## src/rtl/ocr_pkg.sv

```systemverilog
package ocr_pkg;
  typedef enum logic {POL_NORM = 1'b0, POL_INV = 1'b1} pol_e;

  // Chopping needs at least one complete pair of samples.
  function automatic logic [2:0] eff_code3(input logic [2:0] code, input logic chop);
    return (code == 3'd0 && chop) ? 3'd1 : code;
  endfunction
endpackage

```

## src/rtl/ocr_seq.sv

```systemverilog
module ocr_seq #(
  parameter int CODE_W = 3,
  localparam int MAXC  = (1 << CODE_W) - 1,
  localparam int CNT_W = MAXC + 1
) (
  input  logic              clk,
  input  logic              rst_n,
  input  logic              restart,
  input  logic              accept,
  input  logic [CODE_W-1:0] code_in,
  input  logic              chop_in,
  output logic [CODE_W-1:0] code_cur,
  output logic              chop_cur,
  output logic              last,
  output ocr_pkg::pol_e     pol
);
  logic [CNT_W-1:0]  cnt_q;
  logic [CODE_W-1:0] code_q;
  logic              chop_q;
  logic              first;
  logic [CODE_W-1:0] code_live;
  logic [CNT_W-1:0]  target;

  assign first = (cnt_q == '0);

  always_comb begin
    code_live = code_in;
    if (code_in == '0 && chop_in) code_live = CODE_W'(1);
  end

  assign code_cur = first ? code_live : code_q;
  assign chop_cur = first ? chop_in   : chop_q;
  assign target   = CNT_W'(1) << code_cur;
  assign last     = (cnt_q + CNT_W'(1)) == target;

  always_ff @(posedge clk or negedge rst_n) begin
    if (!rst_n) begin
      cnt_q  <= '0;
      code_q <= '0;
      chop_q <= 1'b0;
      pol    <= ocr_pkg::POL_NORM;
    end else if (restart) begin
      cnt_q <= '0;
      pol   <= ocr_pkg::POL_NORM;
    end else if (accept) begin
      if (first) begin
        code_q <= code_live;
        chop_q <= chop_in;
      end
      if (last) begin
        cnt_q <= '0;
        pol   <= ocr_pkg::POL_NORM;
      end else begin
        cnt_q <= cnt_q + CNT_W'(1);
        if (chop_cur)
          pol <= (pol == ocr_pkg::POL_NORM) ? ocr_pkg::POL_INV : ocr_pkg::POL_NORM;
      end
    end
  end
endmodule

```

## src/rtl/ocr_acc.sv

```systemverilog
module ocr_acc #(
  parameter int SAMPLE_W = 10,
  parameter int CODE_W   = 3,
  localparam int ACC_W   = SAMPLE_W + (1 << CODE_W) - 1
) (
  input  logic                clk,
  input  logic                rst_n,
  input  logic                restart,
  input  logic                accept,
  input  logic                last,
  input  ocr_pkg::pol_e       pol,
  input  logic [SAMPLE_W-1:0] sample,
  output logic [ACC_W-1:0]    sum_next
);
  logic [ACC_W-1:0]    acc_q;
  logic [SAMPLE_W-1:0] corrected;

  assign corrected = (pol == ocr_pkg::POL_INV) ? ~sample : sample;
  assign sum_next  = acc_q + ACC_W'(corrected);

  always_ff @(posedge clk or negedge rst_n) begin
    if (!rst_n)                   acc_q <= '0;
    else if (restart)             acc_q <= '0;
    else if (accept && last)      acc_q <= '0;
    else if (accept)              acc_q <= sum_next;
  end
endmodule

```

## src/rtl/ocr_out.sv

```systemverilog
module ocr_out #(
  parameter int SAMPLE_W = 10,
  parameter int RESULT_W = 16,
  parameter int CODE_W   = 3,
  localparam int NCODES  = 1 << CODE_W,
  localparam int ACC_W   = SAMPLE_W + NCODES - 1,
  localparam int EXTRA   = RESULT_W - SAMPLE_W,
  localparam int WIDE_W  = ACC_W + RESULT_W
) (
  input  logic                clk,
  input  logic                rst_n,
  input  logic                done,
  input  logic [CODE_W-1:0]   code_cur,
  input  logic [ACC_W-1:0]    sum,
  input  logic                m_ready,
  output logic                m_valid,
  output logic [RESULT_W-1:0] m_data
);
  logic [RESULT_W-1:0] scaled [NCODES];
  logic [WIDE_W-1:0]   wide;

  assign wide = WIDE_W'(sum);

  for (genvar k = 0; k < NCODES; k++) begin : g_scale
    if (k <= EXTRA) begin : g_left
      assign scaled[k] = RESULT_W'(wide << (EXTRA - k));
    end else begin : g_right
      assign scaled[k] = RESULT_W'(wide >> (k - EXTRA));
    end
  end

  always_ff @(posedge clk or negedge rst_n) begin
    if (!rst_n) begin
      m_valid <= 1'b0;
      m_data  <= '0;
    end else if (done) begin
      m_valid <= 1'b1;
      m_data  <= scaled[code_cur];
    end else if (m_ready) begin
      m_valid <= 1'b0;
    end
  end
endmodule

```

## src/rtl/chop_oversample_acc.sv

```systemverilog
module chop_oversample_acc #(
  parameter int SAMPLE_W = 10,
  parameter int RESULT_W = 16,
  parameter int CODE_W   = 3,
  localparam int ACC_W   = SAMPLE_W + (1 << CODE_W) - 1
) (
  input  logic                clk,
  input  logic                rst_n,
  input  logic                restart,
  input  logic [CODE_W-1:0]   code_i,
  input  logic                chop_i,
  input  logic                s_valid,
  output logic                s_ready,
  input  logic [SAMPLE_W-1:0] s_data,
  output logic                sign_o,
  output logic                m_valid,
  input  logic                m_ready,
  output logic [RESULT_W-1:0] m_data
);
  logic              accept;
  logic              last;
  logic              chop_cur;
  logic [CODE_W-1:0] code_cur;
  ocr_pkg::pol_e     pol;
  logic [ACC_W-1:0]  sum_next;

  assign s_ready = !m_valid && !restart;
  assign accept  = s_valid && s_ready;
  assign sign_o  = (pol == ocr_pkg::POL_INV);

  ocr_seq #(.CODE_W(CODE_W)) seq_i (
    .clk(clk), .rst_n(rst_n), .restart(restart), .accept(accept),
    .code_in(code_i), .chop_in(chop_i), .code_cur(code_cur),
    .chop_cur(chop_cur), .last(last), .pol(pol)
  );

  ocr_acc #(.SAMPLE_W(SAMPLE_W), .CODE_W(CODE_W)) acc_i (
    .clk(clk), .rst_n(rst_n), .restart(restart), .accept(accept),
    .last(last), .pol(pol), .sample(s_data), .sum_next(sum_next)
  );

  ocr_out #(.SAMPLE_W(SAMPLE_W), .RESULT_W(RESULT_W), .CODE_W(CODE_W)) out_i (
    .clk(clk), .rst_n(rst_n), .done(accept && last), .code_cur(code_cur),
    .sum(sum_next), .m_ready(m_ready), .m_valid(m_valid), .m_data(m_data)
  );
endmodule

```

## config.mk

```make
export PLATFORM = sky130hd
export DESIGN_NAME = chop_oversample_acc
export DESIGN_NICKNAME = d
export VERILOG_FILES = /design/src/rtl/ocr_pkg.sv /design/src/rtl/ocr_seq.sv /design/src/rtl/ocr_acc.sv /design/src/rtl/ocr_out.sv /design/src/rtl/chop_oversample_acc.sv
export SDC_FILE = /design/constraint.sdc
export NUM_CORES = 1
export LEC_CHECK = 0
export ABC_AREA = 1
export CAP_MARGIN = 20
export CORE_MARGIN = 2
export CORE_UTILIZATION = 53
export DETAILED_ROUTE_END_ITERATION = 10
export GPL_TIMING_DRIVEN = 0
export PLACE_DENSITY = 0.78
export SYNTH_ARGS = -nofsm -noshare
export SYNTH_HDL_FRONTEND = slang
export SYNTH_HIERARCHICAL = 1
export SYNTH_SLANG_ARGS = --single-unit
```

## constraint.sdc

```tcl
create_clock -name clk -period 2.6 [get_ports clk]
set_clock_uncertainty 0.15 [all_clocks]
set_input_delay 0.52 -clock clk [delete_from_list [all_inputs] [get_ports clk]]
set_output_delay 0.52 -clock clk [all_outputs]
set_load 0.05 [all_outputs]
```

==> results.sh, run 1 <==
export IMPL_coreArea_um2=7210
export IMPL_ys_top_cells_by_area="dfrtp_1 (30%), nand2_1 (20%), nand3_1 (12%)"
export IMPL_antenna_found_initial=0
export IMPL_rows=31
export IMPL_clock_latency_ps=320
export IMPL_critPathKind="reg2reg"
export IMPL_rsz0062_at_grt="yes"
export IMPL_post_route_min_period_ps=2820
export IMPL_viasPerCell=5.58
export IMPL_grt_pass1_vias=4013
export IMPL_netlist_area_um2=3930
export IMPL_die_h_um=90.1
export IMPL_crit_top_cell="nand3_1"
export IMPL_crit_fanout=5
export IMPL_ys_warnings_count=6
export IMPL_finalWirelength_mm=12.1
export IMPL_critPathLaunchType="flop"
export IMPL_max_stage_delay_ps=450
export IMPL_cp_end_kind="flop"
export IMPL_syn_area_per_cell_um2=6.74
export IMPL_n_antenna_cell=0
export IMPL_violations="negative hold slack, negative setup slack"
export IMPL_globalRouteOverflowTotal=0
export IMPL_synthFlopType="dfrtp_1"
export IMPL_place_gp_congestion=0.956
export IMPL_r2r_slack_ps=-220
export IMPL_hpwl_mm=7.57
export IMPL_cts_max_level=2
export IMPL_grt_pass1_wl_mm=18.1
export IMPL_vias=4292
export IMPL_first_pass_iters=6
export IMPL_maxSlewHeadroom_pct=65.0
export IMPL_syn_instance_count=583
export IMPL_stdcell_count=769
export IMPL_grt_max_degree=31
export IMPL_arrival_ps=2940
export IMPL_fin_ws_ps=-218
export IMPL_synth_edf_count=0
export IMPL_synthArstFlopShare_pct=100
export IMPL_status="finished with violations"
export IMPL_cts_tree="done"
export IMPL_synth_top_cell_area_share_pct=29.9
export IMPL_crit_required_ps=2720
export IMPL_holdBufCountCts=0
export IMPL_synthesis_nets=615
export IMPL_p_per_area_nw_per_um2=1170
export IMPL_peakVddDrop_mv=0.696
export IMPL_yosys_area_top_type="dfrtp_1"
export IMPL_crit_chain="bufbuf_16 > xor2_1 > ha_1 > nand2_1 > nor2_1 > nand3_1 > nand2_4 > buf_12 > xor2_4 > nand2_1 > nand3_1 > nand3_1 > nand3_2"
export IMPL_worst_pin_slew_ps=523
export IMPL_dp_cells=720
export IMPL_total_power_mw=6.36
export IMPL_finalHoldViolCount=12
export IMPL_multi_input_area_um2=2850
export IMPL_boundaryPins=38
export IMPL_cts_sinks=47
export IMPL_reg2reg_depth=13
export IMPL_clk_pin_slew_ps=100
export IMPL_p_leak_nw=2.85
export IMPL_reg2reg_from="seq_i/pol$_DFFE_PN0P_"
export IMPL_clockBufferDepth=2
export IMPL_synthDistinctLibCells=33
export IMPL_fp_dieW_um=90.1
export IMPL_track_usage_pct=27.2
export IMPL_fmax_ghz=0.355
export IMPL_start_util_pct=54.5
export IMPL_post_drt_wl_per_cell_um=15.8
export IMPL_drc=0
export IMPL_slew_violations=0
export IMPL_crit_slowest_cell="dfrtp_2"
export IMPL_ant_nets=0
export IMPL_whs_ps=-11.9
export IMPL_cts_root_buf="clkbuf_8"
export IMPL_drive_gt1_share_pct=31.5
export IMPL_synthTopCellsByCount="nand2_1 (206), nand3_1 (91), inv_1 (75)"
export IMPL_pre_cts_slack_ps=-531
export IMPL_drt_iter0_markers=308
export IMPL_io_buffers=37
export IMPL_setup_viol=30
export IMPL_yosysSeqAreaShare_pct=29.9
export IMPL_cts_made_buffers=5
export IMPL_register_area_um2=1180
export IMPL_area_delta_synth_final_pct=38.8
export IMPL_fin_nets=701
export IMPL_fill_cells=515
export IMPL_period_share_pct=108
export IMPL_r2r_end="out_i/m_data[6]$_DFFE_PN0P_"
export IMPL_yosysMostFrequentCell="nand2_1"
export IMPL_die_area_um2=8120
export IMPL_yosys_register_bits=47
export IMPL_drv_cap=0
export IMPL_hold_path_class="in2async"
==> placed cells by master (no fill, tap or decap), types with 14 or more instances in the layout <==
| cell type | Yosys | routed |
|---|---|---|
| nand2_1 | 206 | 183 |
| inv_1 | 75 | 67 |
| nand3_1 | 91 | 53 |
| nand3_2 | 10 | 47 |
| dfrtp_1 | 47 | 43 |
| buf_4 | 2 | 33 |
| clkdlybuf4s50_1 | 0 | 31 |
| nand2_2 | 13 | 23 |
| nand2_4 | 9 | 23 |
| nor2_1 | 22 | 15 |
| xor2_1 | 18 | 14 |
==> power breakdown <==
| group | total [mW] | switching [mW] | internal, mW |
|---|---|---|---|
| clock | 0.577 | 0.286 | 0.290 |
| combinational | 4.71 | 2.94 | 1.77 |
| sequential | 1.07 | 0.142 | 0.930 |
==> registers in the layout, summed over array words and instances, names as in the netlist <==
signal and count:
out_i/m_data 16, seq_i/cnt_q 8, out_i/m_valid 1, acc_i/acc_q 17, seq_i/pol 1, seq_i/chop_q 1, seq_i/code_q 3
==> stage by stage <==
| stage | area (um^2) | setup TNS [ps] | util [%] |
|---|---|---|---|
| finish | 5450 | -2980 | 75.6 |
| global route | 5450 | -8530 | 75.6 |
| CTS | 5000 | -140 | 69.3 |
| detailed placement | 4480 | -14130 | 62.0 |
| global placement | 4460 | -37800 | 61.8 |
| floorplan | 3970 | -239 | - |
==> final cells by class <==
type	instances	share of cell area [%]
repair buffers	77	13.7
plain buffers	12	2.45
clock inverters	3	0.849
flip-flops and latches	47	21.7
clock buffers	5	1.26
inverters	79	5.62
multi-input cells	447	52.2
well taps	99	2.27
==> critical path, delay by kind of cell (launching register included) <==
family / cells / cell delay (ps)
xor gates and xnor gates: 2 / 400
adders and majority gates: 1 / 370
buffers and inverters: 2 / 400
DFF: 1 / 450
and+or+nand+nor: 8 / 1000
==> logic make-up after synthesis <==
logic type | Yosys count | synth area share, %
adder cells (fa/ha/maj) | 13 | 4.33
XOR/XNOR | 22 | 5.10
buffers and inverters | 91 | 10.3
AND/OR/NAND/NOR | 383 | 46.2
AO/OA/AOI/OAI | 27 | 4.11
flip-flops | 47 | 29.9
==> layer usage <==
layer | track usage (%) | vias to the layer above | routed length (um)
met1 | 31.3 | 2040 | 4540
met4 | 10.6 | 0 | 442
met5 | 0 | - | 0
met3 | 3.69 | 44 | 638
li1 | - | 2020 | -
met2 | 50.8 | 188 | 6520
==> timing repair <==
action	CTS	global route
gates resized for setup	58	72
cloned	4	1
setup buffers	20	16
pin swaps	35	43
setup endpoints to repair	32	32
==> how the worst max path moves through the flow <==
| stage | startpoint | end | slack [ps] | depth (start not counted) |
|---|---|---|---|---|
| 5_1_grt | seq_i/cnt_q[1]$_DFFE_PN0P_ | out_i/m_data[7]$_DFFE_PN0P_ | -380 | 18 |
| 4_1_cts | seq_i/cnt_q[0]$_DFFE_PN0P_ | out_i/m_data[7]$_DFFE_PN0P_ | -40 | 22 |
| 3_5_place_dp | s_data[0] | out_i/m_data[15]$_DFFE_PN0P_ | -530 | 18 |
| 6_report | seq_i/pol$_DFFE_PN0P_ | out_i/m_data[6]$_DFFE_PN0P_ | -220 | 13 |
| 3_3_place_gp | rst_n | seq_i/pol$_DFFE_PN0P_ | -710 | 1 |
| 2_1_floorplan | seq_i/pol$_DFFE_PN0P_ | out_i/m_data[11]$_DFFE_PN0P_ | -50 | 18 |
Power figures use the tool's default switching activity.
==> inputs of run 2 (changes only) <==
- CTS_BUF_LIST: not set -> sky130_fd_sc_hd__clkbuf_16
- clock period: 2.6 -> 2.4 ns (I/O delays scaled with it)
==> run 2 against run 1 <==
The flow finishes with violations (design-rule violations, negative setup slack). Cell count decreased by 0.78%. Global-route usage is 0.64 points higher. Maximum frequency shrank 0.44%. Count of clock-buffer cells in the layout did not move. Final area is 2.2% higher. Non-clock buffer count down 6. Register-to-register slack got worse by 210 ps. Sequential power grew 9%. Total power rose by 13%. First-iteration DRC count is 43% higher. Largest cell class unchanged. Highest routed layer unchanged.
==> results.sh, run 2 (same netlist as run 1, synthesis figures left out) <==
export IMPL_stdcell_count=763
export IMPL_crit_fanout=6
export IMPL_peakVddDrop_mv=0.741
export IMPL_p_switching_mw=3.93
export IMPL_viasPerCell=5.86
export IMPL_critPathKind="reg2reg"
export IMPL_critPathLaunchType="flop"
export IMPL_cts_tree="done"
export IMPL_place_gp_congestion=0.905
export IMPL_cts_sinks=47
export IMPL_whs_ps=335
export IMPL_intPower_mw=3.25
export IMPL_final_common_cell="nand2_1"
export IMPL_ant_nets=0
export IMPL_p_leak_nw=2.88
export IMPL_drv_cap=0
export IMPL_clock_latency_ps=290
export IMPL_fmax_ghz=0.353
export IMPL_io_buffers=37
export IMPL_clockBufferDepth=2
export IMPL_clk_pin_slew_ps=80
export IMPL_vias=4472
export IMPL_hold_path_class="reg2reg"
export IMPL_dp_cells=720
export IMPL_arrival_ps=2910
export IMPL_grt_pass1_wl_mm=18.7
export IMPL_p_comb_share_pct=73.7
export IMPL_drc=1
export IMPL_largest_reg_flops=17
export IMPL_worst_pin_slew_ps=522
export IMPL_coreArea_um2=7210
export IMPL_top_register="acc_i/acc_q"
export IMPL_grt_pass1_vias=3991
export IMPL_rows=31
export IMPL_clkPwrFrac_pct=10.0
export IMPL_cts_root_buf="clkbuf_16"
export IMPL_area_delta_synth_final_pct=41.8
export IMPL_die_area_um2=8120
export IMPL_cts_made_buffers=5
export IMPL_fin_nets=695
export IMPL_rsz0062_at_grt="yes"
export IMPL_globalRouteOverflowTotal=0
export IMPL_largestRegisters="acc_i/acc_q x17, out_i/m_data x16, seq_i/cnt_q x8"
export IMPL_boundaryPins=38
export IMPL_post_route_min_period_ps=2830
export IMPL_total_power_mw=7.18
export IMPL_finalWirelength_mm=13.4
export IMPL_first_pass_iters=9
export IMPL_fin_ws_ps=-431
export IMPL_post_drt_wl_per_cell_um=17.5
export IMPL_swShare_pct=54.8
export IMPL_cp_end_kind="flop"
export IMPL_finalHoldViolCount=0
export IMPL_period_share_pct=118
export IMPL_antenna_found_initial=0
export IMPL_drive_gt1_share_pct=32.2
export IMPL_hpwl_mm=7.44
export IMPL_p_per_area_nw_per_um2=1290
export IMPL_setup_tns_ps=-11850
export IMPL_start_util_pct=54.5
export IMPL_grt_max_degree=30
export IMPL_n_antenna_cell=0
export IMPL_crit_required_ps=2480
export IMPL_seqPwrFrac_pct=16.3
export IMPL_maxSlewHeadroom_pct=65.1
export IMPL_fp_dieW_um=90.1
export IMPL_violations="design-rule violations, negative setup slack"
export IMPL_die_h_um=90.1
export IMPL_layout_common_cells="nand2_1 (172), inv_1 (68), nand3_1 (49)"
export IMPL_track_usage_pct=27.8
export IMPL_slew_violations=0
export IMPL_status="finished with violations"
export IMPL_cts_max_level=2
export IMPL_setup_viol=37
export IMPL_drt_iter0_markers=439
## run 2: changes by cell type in the layout (fill, tap and decap cells not counted), sizes merged
cell	previous run	this run
buf	51	44
dlygate4sd3	0	1
inv	80	79
bufinv	1	0
clkbuf	6	7
clkinv	0	2
clkdlybuf4s50	31	32
dlymetal6s2s	3	2
bufbuf	1	0
## run 2: power by group through the flow
stage               Clock [mW]  Sequential [mW]  Combinational (mW)
floorplan                    0             1.56                2.57
global placement             0             1.17                3.76
detailed placement           0             1.17                3.84
CTS                      0.712             1.16                4.35
global route             0.754             1.19                5.57
finish                   0.717             1.17                5.29
## run 2: metal layers
layer  global-route usage [%]  vias to the layer above  wire length [um]
li1                         -                     2006                 -
met1                     34.1                     2090              4870
met3                     3.94                       95               895
met5                        0                        -                 0
met4                     11.8                        0               910
met2                     48.9                      281              6710
## run 2: per-stage QoR
| step | utilization [%] | cell area, um^2 | setup WS, ps |
|---|---|---|---|
| 4_1_cts | 71.0 | 5120 | -264 |
| 3_3_place_gp | 62.4 | 4500 | -861 |
| 5_1_grt | 77.2 | 5570 | -574 |
| 3_5_place_dp | 62.6 | 4510 | -693 |
| 2_1_floorplan | - | 4010 | -247 |
| 6_report | 77.2 | 5570 | -431 |
## run 2: worst max-delay path, stage by stage, from the launching register on
cell     delay [ps]
dfrtp_1         430
inv_2           100
ha_4            170
nand2_4          50
nor2_4          110
nand2_4         100
nand2_4         120
nand2_8          70
buf_6           130
nand4_1         110
nand2_1          90
inv_1            60
nand2_1          60
nor2_2          130
nand2_2          80
inv_2            70
inv_2            40
nor2_4          130
inv_4            70
nor2_4          130
buf_6           160
nand3_2         100
nand3_2          90
## run 2: path summary, 6_finish.rpt
path / start / endpoint / slack, ps / depth (start not counted)
max: seq_i/cnt_q[0]$_DFFE_PN0P_ / out_i/m_data[14]$_DFFE_PN0P_ / -430 / 22
min: out_i/m_data[1]$_DFFE_PN0P_ / out_i/m_data[1]$_DFFE_PN0P_ / 330 / 2
max reg2reg: seq_i/cnt_q[0]$_DFFE_PN0P_ / out_i/m_data[14]$_DFFE_PN0P_ / -430 / 22
min reg2reg: out_i/m_data[1]$_DFFE_PN0P_ / out_i/m_data[1]$_DFFE_PN0P_ / 330 / 2
max in group asynchronous: rst_n / seq_i/pol$_DFFE_PN0P_ / 1020 / 3
min in group asynchronous: rst_n / acc_i/acc_q[4]$_DFFE_PN0P_ / 540 / 2
## run 2: repair_timing
| item | 4_1_cts | 5_1_grt |
|---|---|---|
| hold endpoints to repair | 4 | 0 |
| resized for setup | 69 | 82 |
| setup buffers | 17 | 11 |
| pin swaps | 46 | 46 |
| endpoints found under the setup margin | 36 | 36 |
| hold buffers | 1 | 0 |
| cloned | 4 | 2 |
## run 2: cell type report
| class | instances | area [um^2] |
|---|---|---|
| Tap cell | 99 | 124 |
| Buffer | 12 | 149 |
| Clock buffer | 5 | 125 |
| Multi-Input combinational cell | 447 | 2950 |
| Inverter | 79 | 312 |
| Clock inverter | 3 | 20.0 |
| Timing Repair Buffer | 71 | 714 |
| Fill cell | 468 | 1640 |
| Sequential cell | 47 | 1180 |
